### src/rtl/l2fwd_pkg.sv
// Shared constants and types for the forwarding engine.
package l2fwd_pkg;
    localparam int WORD_W    = 9;
    localparam int BYTE_W    = 8;
    localparam int MAC_W     = 48;
    localparam int HDR_BYTES = 12;
    localparam int HDR_W     = HDR_BYTES * BYTE_W;
    localparam int CNT_W     = $clog2(HDR_BYTES + 1);

    typedef logic [MAC_W-1:0] mac_t;

    typedef enum logic [3:0] {
        ST_SCAN,
        ST_HDR_IN,
        ST_SRC_LK,
        ST_SRC_RES,
        ST_DEL,
        ST_INS,
        ST_DST_LK,
        ST_DST_RES,
        ST_HDR_OUT,
        ST_FWD
    } fwd_state_e;
endpackage

### src/rtl/l2fwd_mac_table.sv
// Associative MAC-to-port table.
// Does: lookup compares the key against every valid entry and returns a
// registered hit or miss pulse one cycle later, with the lowest matching
// index and its port. Insert writes the lowest free entry and is dropped
// when the table is full. Delete clears the valid flag of one index.
// Assumes: keys are unique, so at most one entry matches, and insert and
// delete are never requested in the same cycle.
module l2fwd_mac_table
    import l2fwd_pkg::*;
#(
    parameter int DEPTH  = 8,
    parameter int PORT_W = 2,
    parameter int IDX_W  = (DEPTH > 1) ? $clog2(DEPTH) : 1
) (
    input  logic              clk,
    input  logic              rst_n,
    input  logic              lk_req,
    input  mac_t              lk_key,
    output logic              lk_hit,
    output logic              lk_miss,
    output logic [IDX_W-1:0]  lk_idx,
    output logic [PORT_W-1:0] lk_port,
    input  logic              ins_req,
    input  mac_t              ins_key,
    input  logic [PORT_W-1:0] ins_port,
    input  logic              del_req,
    input  logic [IDX_W-1:0]  del_idx
);
    logic [DEPTH-1:0]  vld;
    logic [DEPTH-1:0]  hit_vec;
    mac_t              key_mem  [DEPTH];
    logic [PORT_W-1:0] port_mem [DEPTH];
    logic [IDX_W-1:0]  hit_idx;
    logic [IDX_W-1:0]  free_idx;
    logic              any_hit;
    logic              any_free;

    // One comparator per entry.
    genvar g;
    generate
        for (g = 0; g < DEPTH; g++) begin : g_cmp
            assign hit_vec[g] = vld[g] && (key_mem[g] == lk_key);
        end
    endgenerate

    // Priority encoders: lowest matching index and lowest free index.
    always_comb begin
        hit_idx  = '0;
        free_idx = '0;
        for (int i = DEPTH - 1; i >= 0; i--) begin
            if (hit_vec[i]) hit_idx = IDX_W'(i);
            if (!vld[i])    free_idx = IDX_W'(i);
        end
    end

    assign any_hit  = |hit_vec;
    assign any_free = ~&vld;

    // Registered lookup answer.
    always_ff @(posedge clk) begin
        if (!rst_n) begin
            lk_hit  <= 1'b0;
            lk_miss <= 1'b0;
            lk_idx  <= '0;
            lk_port <= '0;
        end else begin
            lk_hit  <= lk_req && any_hit;
            lk_miss <= lk_req && !any_hit;
            lk_idx  <= hit_idx;
            lk_port <= port_mem[hit_idx];
        end
    end

    // Valid flags: delete clears, insert sets the lowest free entry.
    always_ff @(posedge clk) begin
        if (!rst_n) begin
            vld <= '0;
        end else begin
            if (del_req)              vld[del_idx]  <= 1'b0;
            if (ins_req && any_free)  vld[free_idx] <= 1'b1;
        end
    end

    // Key and port storage, written only on an accepted insert.
    always_ff @(posedge clk) begin
        if (ins_req && any_free) begin
            key_mem[free_idx]  <= ins_key;
            port_mem[free_idx] <= ins_port;
        end
    end
endmodule

### src/rtl/l2fwd_ctrl.sv
// Forwarding control FSM.
// Does: scans the ingress ports in turn for a start word and collects the
// 12 header bytes. It learns the source (delete then insert when the port
// has moved) and looks up the destination to pick the egress set. It then
// writes the header and passes the payload through until the ingress
// stream runs dry or a new start word appears.
// Assumes: the table answers a lookup one cycle after the request, and an
// egress write lands when out_wr and out_ready are both high.
module l2fwd_ctrl
    import l2fwd_pkg::*;
#(
    parameter int NUM_PORTS = 4,
    parameter int PORT_W    = 2,
    parameter int IDX_W     = 3
) (
    input  logic                 clk,
    input  logic                 rst_n,
    input  logic [WORD_W-1:0]    in_word [NUM_PORTS],
    input  logic [NUM_PORTS-1:0] in_valid,
    output logic [NUM_PORTS-1:0] in_ready,
    output logic [WORD_W-1:0]    eg_word,
    output logic [NUM_PORTS-1:0] eg_wr,
    input  logic [NUM_PORTS-1:0] eg_ready,
    output logic                 lk_req,
    output mac_t                 lk_key,
    input  logic                 lk_hit,
    input  logic                 lk_miss,
    input  logic [IDX_W-1:0]     lk_idx,
    input  logic [PORT_W-1:0]    lk_port,
    output logic                 ins_req,
    output mac_t                 ins_key,
    output logic [PORT_W-1:0]    ins_port,
    output logic                 del_req,
    output logic [IDX_W-1:0]     del_idx
);
    fwd_state_e            state;
    logic [PORT_W-1:0]     rr;
    logic [PORT_W-1:0]     cur;
    logic [PORT_W-1:0]     view;
    logic [HDR_W-1:0]      hdr;
    logic [CNT_W-1:0]      cnt;
    logic [NUM_PORTS-1:0]  sel;
    logic [IDX_W-1:0]      old_idx;
    logic [WORD_W-1:0]     vw;
    logic                  vv;
    logic                  eg_ok;
    logic                  last_hdr;

    function automatic logic [PORT_W-1:0] next_port(input logic [PORT_W-1:0] p);
        return (p == PORT_W'(NUM_PORTS - 1)) ? '0 : p + 1'b1;
    endfunction

    // Ingress word currently in view: the scan port while idle, else the frame's port.
    assign view     = (state == ST_SCAN) ? rr : cur;
    assign vw       = in_word[view];
    assign vv       = in_valid[view];
    assign eg_ok    = &(eg_ready | ~sel);
    assign last_hdr = (cnt == CNT_W'(HDR_BYTES - 1));

    // Table requests.
    assign lk_req   = (state == ST_SRC_LK) || (state == ST_DST_LK);
    assign lk_key   = (state == ST_SRC_LK) ? hdr[MAC_W-1:0] : hdr[HDR_W-1 -: MAC_W];
    assign ins_req  = (state == ST_INS);
    assign ins_key  = hdr[MAC_W-1:0];
    assign ins_port = cur;
    assign del_req  = (state == ST_DEL);
    assign del_idx  = old_idx;

    // Handshakes and egress data for the current state.
    always_comb begin
        in_ready = '0;
        eg_wr    = '0;
        eg_word  = '0;
        case (state)
            ST_SCAN:   in_ready[rr]  = 1'b1;
            ST_HDR_IN: in_ready[cur] = 1'b1;
            ST_HDR_OUT: begin
                eg_word = {(cnt == '0), hdr[HDR_W-1 -: BYTE_W]};
                if (eg_ok) eg_wr = sel;
            end
            ST_FWD: begin
                eg_word = {1'b0, vw[BYTE_W-1:0]};
                if (vv && !vw[WORD_W-1] && eg_ok) begin
                    in_ready[cur] = 1'b1;
                    eg_wr         = sel;
                end
            end
            default: ;
        endcase
    end

    // State, scan position, header buffer and egress selection.
    always_ff @(posedge clk) begin
        if (!rst_n) begin
            state   <= ST_SCAN;
            rr      <= '0;
            cur     <= '0;
            hdr     <= '0;
            cnt     <= '0;
            sel     <= '0;
            old_idx <= '0;
        end else begin
            case (state)
                ST_SCAN: begin
                    if (vv && vw[WORD_W-1]) begin
                        hdr   <= {hdr[HDR_W-BYTE_W-1:0], vw[BYTE_W-1:0]};
                        cur   <= rr;
                        cnt   <= CNT_W'(1);
                        state <= ST_HDR_IN;
                    end else begin
                        rr <= next_port(rr);
                    end
                end
                ST_HDR_IN: begin
                    if (vv) begin
                        hdr <= {hdr[HDR_W-BYTE_W-1:0], vw[BYTE_W-1:0]};
                        cnt <= cnt + 1'b1;
                        if (last_hdr) state <= ST_SRC_LK;
                    end
                end
                ST_SRC_LK: state <= ST_SRC_RES;
                ST_SRC_RES: begin
                    if (lk_hit) begin
                        if (lk_port == cur) begin
                            state <= ST_DST_LK;
                        end else begin
                            old_idx <= lk_idx;
                            state   <= ST_DEL;
                        end
                    end else if (lk_miss) begin
                        state <= ST_INS;
                    end
                end
                ST_DEL:    state <= ST_INS;
                ST_INS:    state <= ST_DST_LK;
                ST_DST_LK: state <= ST_DST_RES;
                ST_DST_RES: begin
                    sel   <= lk_hit ? (NUM_PORTS'(1) << lk_port) : ~(NUM_PORTS'(1) << cur);
                    cnt   <= '0;
                    state <= ST_HDR_OUT;
                end
                ST_HDR_OUT: begin
                    if (eg_ok) begin
                        hdr <= {hdr[HDR_W-BYTE_W-1:0], {BYTE_W{1'b0}}};
                        cnt <= cnt + 1'b1;
                        if (last_hdr) state <= ST_FWD;
                    end
                end
                ST_FWD: begin
                    if (!vv) begin
                        rr    <= next_port(cur);
                        state <= ST_SCAN;
                    end else if (vw[WORD_W-1]) begin
                        rr    <= cur;
                        state <= ST_SCAN;
                    end
                end
                default: state <= ST_SCAN;
            endcase
        end
    end
endmodule

### src/rtl/l2_fwd_engine.sv
// Learning layer-2 forwarding engine, top level.
// Does: maps the flat per-port buses onto the control FSM and the MAC
// table. The one egress word is copied to every egress lane, and each
// lane has its own write strobe.
// Assumes: NUM_PORTS >= 2, and every ingress port holds its word steady
// until in_ready takes it.
module l2_fwd_engine
    import l2fwd_pkg::*;
#(
    parameter int NUM_PORTS   = 4,
    parameter int TABLE_DEPTH = 8
) (
    input  logic                        clk,
    input  logic                        rst_n,
    input  logic [NUM_PORTS*WORD_W-1:0] in_data,
    input  logic [NUM_PORTS-1:0]        in_valid,
    output logic [NUM_PORTS-1:0]        in_ready,
    output logic [NUM_PORTS*WORD_W-1:0] out_data,
    output logic [NUM_PORTS-1:0]        out_wr,
    input  logic [NUM_PORTS-1:0]        out_ready
);
    localparam int PORT_W = (NUM_PORTS > 1) ? $clog2(NUM_PORTS) : 1;
    localparam int IDX_W  = (TABLE_DEPTH > 1) ? $clog2(TABLE_DEPTH) : 1;

    logic [WORD_W-1:0] in_word [NUM_PORTS];
    logic [WORD_W-1:0] eg_word;
    logic              lk_req;
    mac_t              lk_key;
    logic              lk_hit;
    logic              lk_miss;
    logic [IDX_W-1:0]  lk_idx;
    logic [PORT_W-1:0] lk_port;
    logic              ins_req;
    mac_t              ins_key;
    logic [PORT_W-1:0] ins_port;
    logic              del_req;
    logic [IDX_W-1:0]  del_idx;

    // Per-port slicing of the flat ingress and egress buses.
    genvar g;
    generate
        for (g = 0; g < NUM_PORTS; g++) begin : g_lane
            assign in_word[g]                  = in_data[g*WORD_W +: WORD_W];
            assign out_data[g*WORD_W +: WORD_W] = eg_word;
        end
    endgenerate

    l2fwd_ctrl #(
        .NUM_PORTS (NUM_PORTS),
        .PORT_W    (PORT_W),
        .IDX_W     (IDX_W)
    ) u_ctrl (
        .clk      (clk),
        .rst_n    (rst_n),
        .in_word  (in_word),
        .in_valid (in_valid),
        .in_ready (in_ready),
        .eg_word  (eg_word),
        .eg_wr    (out_wr),
        .eg_ready (out_ready),
        .lk_req   (lk_req),
        .lk_key   (lk_key),
        .lk_hit   (lk_hit),
        .lk_miss  (lk_miss),
        .lk_idx   (lk_idx),
        .lk_port  (lk_port),
        .ins_req  (ins_req),
        .ins_key  (ins_key),
        .ins_port (ins_port),
        .del_req  (del_req),
        .del_idx  (del_idx)
    );

    l2fwd_mac_table #(
        .DEPTH  (TABLE_DEPTH),
        .PORT_W (PORT_W),
        .IDX_W  (IDX_W)
    ) u_table (
        .clk      (clk),
        .rst_n    (rst_n),
        .lk_req   (lk_req),
        .lk_key   (lk_key),
        .lk_hit   (lk_hit),
        .lk_miss  (lk_miss),
        .lk_idx   (lk_idx),
        .lk_port  (lk_port),
        .ins_req  (ins_req),
        .ins_key  (ins_key),
        .ins_port (ins_port),
        .del_req  (del_req),
        .del_idx  (del_idx)
    );
endmodule

### config.mk
export PLATFORM = sky130hd
export DESIGN_NAME = l2_fwd_engine
export DESIGN_NICKNAME = d
export VERILOG_FILES = /design/src/rtl/l2fwd_pkg.sv /design/src/rtl/l2fwd_mac_table.sv /design/src/rtl/l2fwd_ctrl.sv /design/src/rtl/l2_fwd_engine.sv
export SDC_FILE = /design/constraint.sdc
export NUM_CORES = 1
export LEC_CHECK = 0
export BUFFER_PORTS_ARGS = -buffer_cell sky130_fd_sc_hd__buf_2
export CAP_MARGIN = 20
export CORE_ASPECT_RATIO = 0.5
export CORE_UTILIZATION = 62
export DETAILED_ROUTE_END_ITERATION = 12
export HOLD_SLACK_MARGIN = 0.1
export MAX_ROUTING_LAYER = met4
export PLACE_DENSITY = 0.81
export SYNTH_ARGS = -nofsm -noshare
export SYNTH_HDL_FRONTEND = slang
export SYNTH_HIERARCHICAL = 1
export SYNTH_SLANG_ARGS = --single-unit
### constraint.sdc
create_clock -name clk -period 5.1 [get_ports clk]
set_input_delay 0.255 -clock clk [delete_from_list [all_inputs] [get_ports clk]]
set_output_delay 0.255 -clock clk [all_outputs]
set_load 0.02 [all_outputs]
==> metrics.md <==
| Metric | Value |
|---|---|
| CTS tree | `done` |
| Slew HR | `around a quarter` |
| Worst Setup End Kind | `flop` |
| Internal power | `slightly below 0.007 W` |
| Tcrit/Tclk final | `98.5%` |
| Initial Util | `63.5%` |
| Data arrival, critical path | `5480 ps` |
| Core Rows | `50` |
| Vias per Instance | `roughly 6.4` |
| Largest family of logic cells by synthesized area | `XOR/XNOR gates` |
| Fmax | `~200 MHz` |
| Sw Pwr | `between 0.002 and 0.003 W` |
| Area Growth Syn to Fin | `8.40%` |
| FF-to-FF End | `u_table/lk_port[1]$_SDFF_PN0_` |
| Wire length per cell | `28.9 um` |
| Crit path launch type | `flop` |
| Sink Count | `530` |
| Total track usage | `37.8%` |
| Post-route DRC | `0` |
| Share of layout cells above drive strength 1 | `~16%` |
| Number of max-cap violations | `0` |
| Area fraction of the dominant cell type after synthesis | `about 50%` |
| Synth Flop Type | `edfxtp_1` |
| Antenna violations before repair | `6` |
| Synth Instances | `around 1900` |
| Vias in the first global route | `~15000` |
| Die span in y | `roughly 140 um` |
| Grt ovf | `0` |
| Critical Path Start | `u_ctrl/state[0]$_SDFFE_PN0P_` |
| Vias post-DR | `roughly 16000` |
| Post-DP HPWL | `50.4 mm` |
| Pwr/cell area | `369 mW/mm^2` |
| Worst Setup EP | `u_table/lk_port[1]$_SDFF_PN0_` |
| Most frequent cell after synthesis | `edfxtp_1` |
| Clock share of power | `approximately a third` |
| Final RePlAce weighted congestion | `around 1` |
| Synth cell count leaders | `edfxtp_1, nand2_1, xnor2_1` |
| Setup-failing EPs final | `0` |
| Fin nets | `~2000` |
| Max VDD drop | `between 300 and 400 uV` |
| Core ar. | `~0.038 mm^2` |
| Unrepaired setup endpoints after global routing | `no` |
| Placed cell areas | `around 0.025 mm^2` |
| Slew @ Worst Pin | `1130 ps` |
| Die width | `about 280 um` |
| Pins Over Slew Limit | `0` |
| Net Sw Frac | `approximately 28%` |
| Final hold violations | `0` |
| Sequential Power Share | `about half` |
| Setup TNS | `0 ps` |
| Sequential cell area fraction in the yosys report | `61.0%` |
| Worst Hold Class | `primary input to flop` |
| R2r startpoint | `u_ctrl/state[0]$_SDFFE_PN0P_` |
| CTS Buf Count | `45` |
| Max FO, Critical Path | `42` |
| Post-synthesis mux area share | `roughly 3.7%` |
| Combinational Power Share | `a little over an eighth` |
| Syn Area/Cell | `about 13 um^2` |
| Post-Synth Adder-Cell Area | `less than 1%` |
| CTS Root Cell | `clkbuf_16` |
| Worst Clk Skew | `about 34 ps` |
| Asr flop ratio synth | `0%` |
| Reg clk slew, reported paths | `about 70 ps` |
| Design Area, Final | `approximately 0.026 mm^2` |
| Ports | `90` |
| Syn Std Cell Area | `around 0.024 mm^2` |
| Routed WL | `between 70 and 80 mm` |
| Initial drt markers | `about 2200` |
| Cts hold-fix bufs | `0` |
| Drt pass-1 iters | `6` |
| IO buf count | `89` |
| DIE AREA | `between 0.03 and 0.04 mm^2` |
| Yosys warns | `6` |
| Static Leak | `between 9 and 10 nW` |
| Reg2reg setup slack | `slightly below 80 ps` |
| ANT nets after route | `0` |
| Syn Nets | `1955` |
| Largest cells by area after synthesis | `edfxtp_1, dfxtp_1, xnor2_1` |
| Minimum clock period | `roughly 5000 ps` |
| First-pass GRT wire length | `around 100 mm` |
| Pin count of the biggest net entering global routing | `62` |
| Post-synth EDFFs | `400` |
| Critical Setup Path Class | `flop to flop` |
| Cts repair resizes | `0` |
| Xor/xnor cell area share of the yosys netlist | `13.6%` |
| Number of fill cells in the layout | `2569` |
| Clk_lat worst skew | `580 ps` |
| Synth Area in Simple Gates | `9.77%` |
| Maximum clock path buffer count | `3` |
| Post-synth cell types | `71` |
| Post-synthesis compound-gate area fraction | `under 10%` |
| Most area-hungry cell type in the Yosys netlist | `edfxtp_1` |
| H-tree level count | `2` |
| Reg2Reg Depth | `14` |
| Seq cells post-synth | `530` |
| Worst path required time | `approximately 5600 ps` |
| Status | `finished clean` |
| Post-CTS Setup Inserts | `0` |
-- registers in the layout, indices dropped and copies added (netlist names) --
register / flops
u_table/key_mem: 384
u_ctrl/hdr: 96
u_table/port_mem: 16
u_table/vld: 8
u_ctrl/cnt: 4
u_ctrl/sel: 4
u_ctrl/state: 4
u_ctrl/del_idx: 3
u_table/lk_idx: 3
u_ctrl/ins_port: 2
u_ctrl/rr: 2
u_table/lk_port: 2
u_table/lk_hit: 1
u_table/lk_miss: 1
-- power by group through the flow --
stage	Clock, W	Sequential [W]	Combinational [W]
6_report	0.00335	0.00494	0.00129
5_1_grt	0.00352	0.00495	0.00137
4_1_cts	0.00336	0.00494	0.00127
3_5_place_dp	0	0.00503	0.00126
3_3_place_gp	0	0.00503	0.00126
2_1_floorplan	0	0.00491	0.000926
-- worst min path at each step --
stage	from	endpoint	slack [ps]	cells after the start
detailed placement	u_table/lk_idx[2]$_SDFF_PN0_	u_ctrl/del_idx[2]$_SDFFE_PN0P_	460	2
floorplan	rst_n	u_ctrl/state[0]$_SDFFE_PN0P_	390	1
CTS	rst_n	u_table/vld[1]$_SDFF_PN0_	110	2
finish	rst_n	u_ctrl/state[0]$_SDFFE_PN0P_	120	2
global route	rst_n	u_table/vld[1]$_SDFF_PN0_	120	2
global placement	u_table/lk_idx[0]$_SDFF_PN0_	u_ctrl/del_idx[0]$_SDFFE_PN0P_	450	2
-- worst max-delay path: stages, from the launching register on --
cell and delay (ps):
dfxtp_1 430, inv_1 200, nand2_1 110, nor3_2 200, buf_12 300, mux2_2 500
xnor2_1 500, nand4_1 320, nor4_1 540, nand4_1 260, buf_4 220, a221o_1 380
a31oi_1 300, mux2_2 390, a211oi_1 240
-- cells by family after synthesis --
logic type	Yosys count
flops	530
simple gates	477
xor+xnor	372
compound gates	222
buf+inv	208
mux	80
fa+ha+maj	10
-- metal layers --
| layer | up-vias | GRT usage (%) | share of wire [%] |
|---|---|---|---|
| met5 | - | - | 0 |
| met4 | 0 | 8.31 | 2.1 |
| met2 | 1187 | 51.9 | 42 |
| met1 | 7909 | 52.5 | 39 |
| met3 | 112 | 15.5 | 17 |
| li1 | 6755 | - | - |
-- through the flow --
stage | hold WS (ps) | setup WS (ps) | instances | util [%] | total power (W)
after floorplan | 386 | 800 | 1899 | - | 0.00584
after global placement | 447 | 323 | 2407 | 65.0 | 0.00628
final | 119 | 77.3 | 2494 | 68.8 | 0.00959
after global routing | 120 | 4.08 | 2493 | 68.8 | 0.00984
after CTS | 105 | 278 | 2490 | 68.8 | 0.00956
after detailed placement | 461 | 298 | 2407 | 65.0 | 0.00629
-- cell type report --
class / instances / area (um^2) / share of cell area [%]
inverters: 32 / 123 / 0.472
flip-flops and latches: 530 / 14600 / 56.3
clock buffers: 63 / 1310 / 5.05
diodes: 4 / 10.0 / 0.0385
well taps: 520 / 651 / 2.51
clock inverters: 20 / 110 / 0.424
repair buffers: 164 / 1060 / 4.08
multi-input cells: 1161 / 8090 / 31.2
-- cell usage in the layout (no fill, tap or decap), drive strengths merged, types with 15 or more instances in the layout --
cell	instances
clkbuf	63
buf	164
nand2	225
nor2	37
xnor2	192
a21oi	120
dfxtp	130
nor4	55
nand4	53
inv	32
a211oi	15
nand2b	20
mux2i	27
clkinv	17
xor2	180
edfxtp	400
nand3	29
mux2	52
nor3	20
Note: power is estimated with default switching activity, not from simulation.
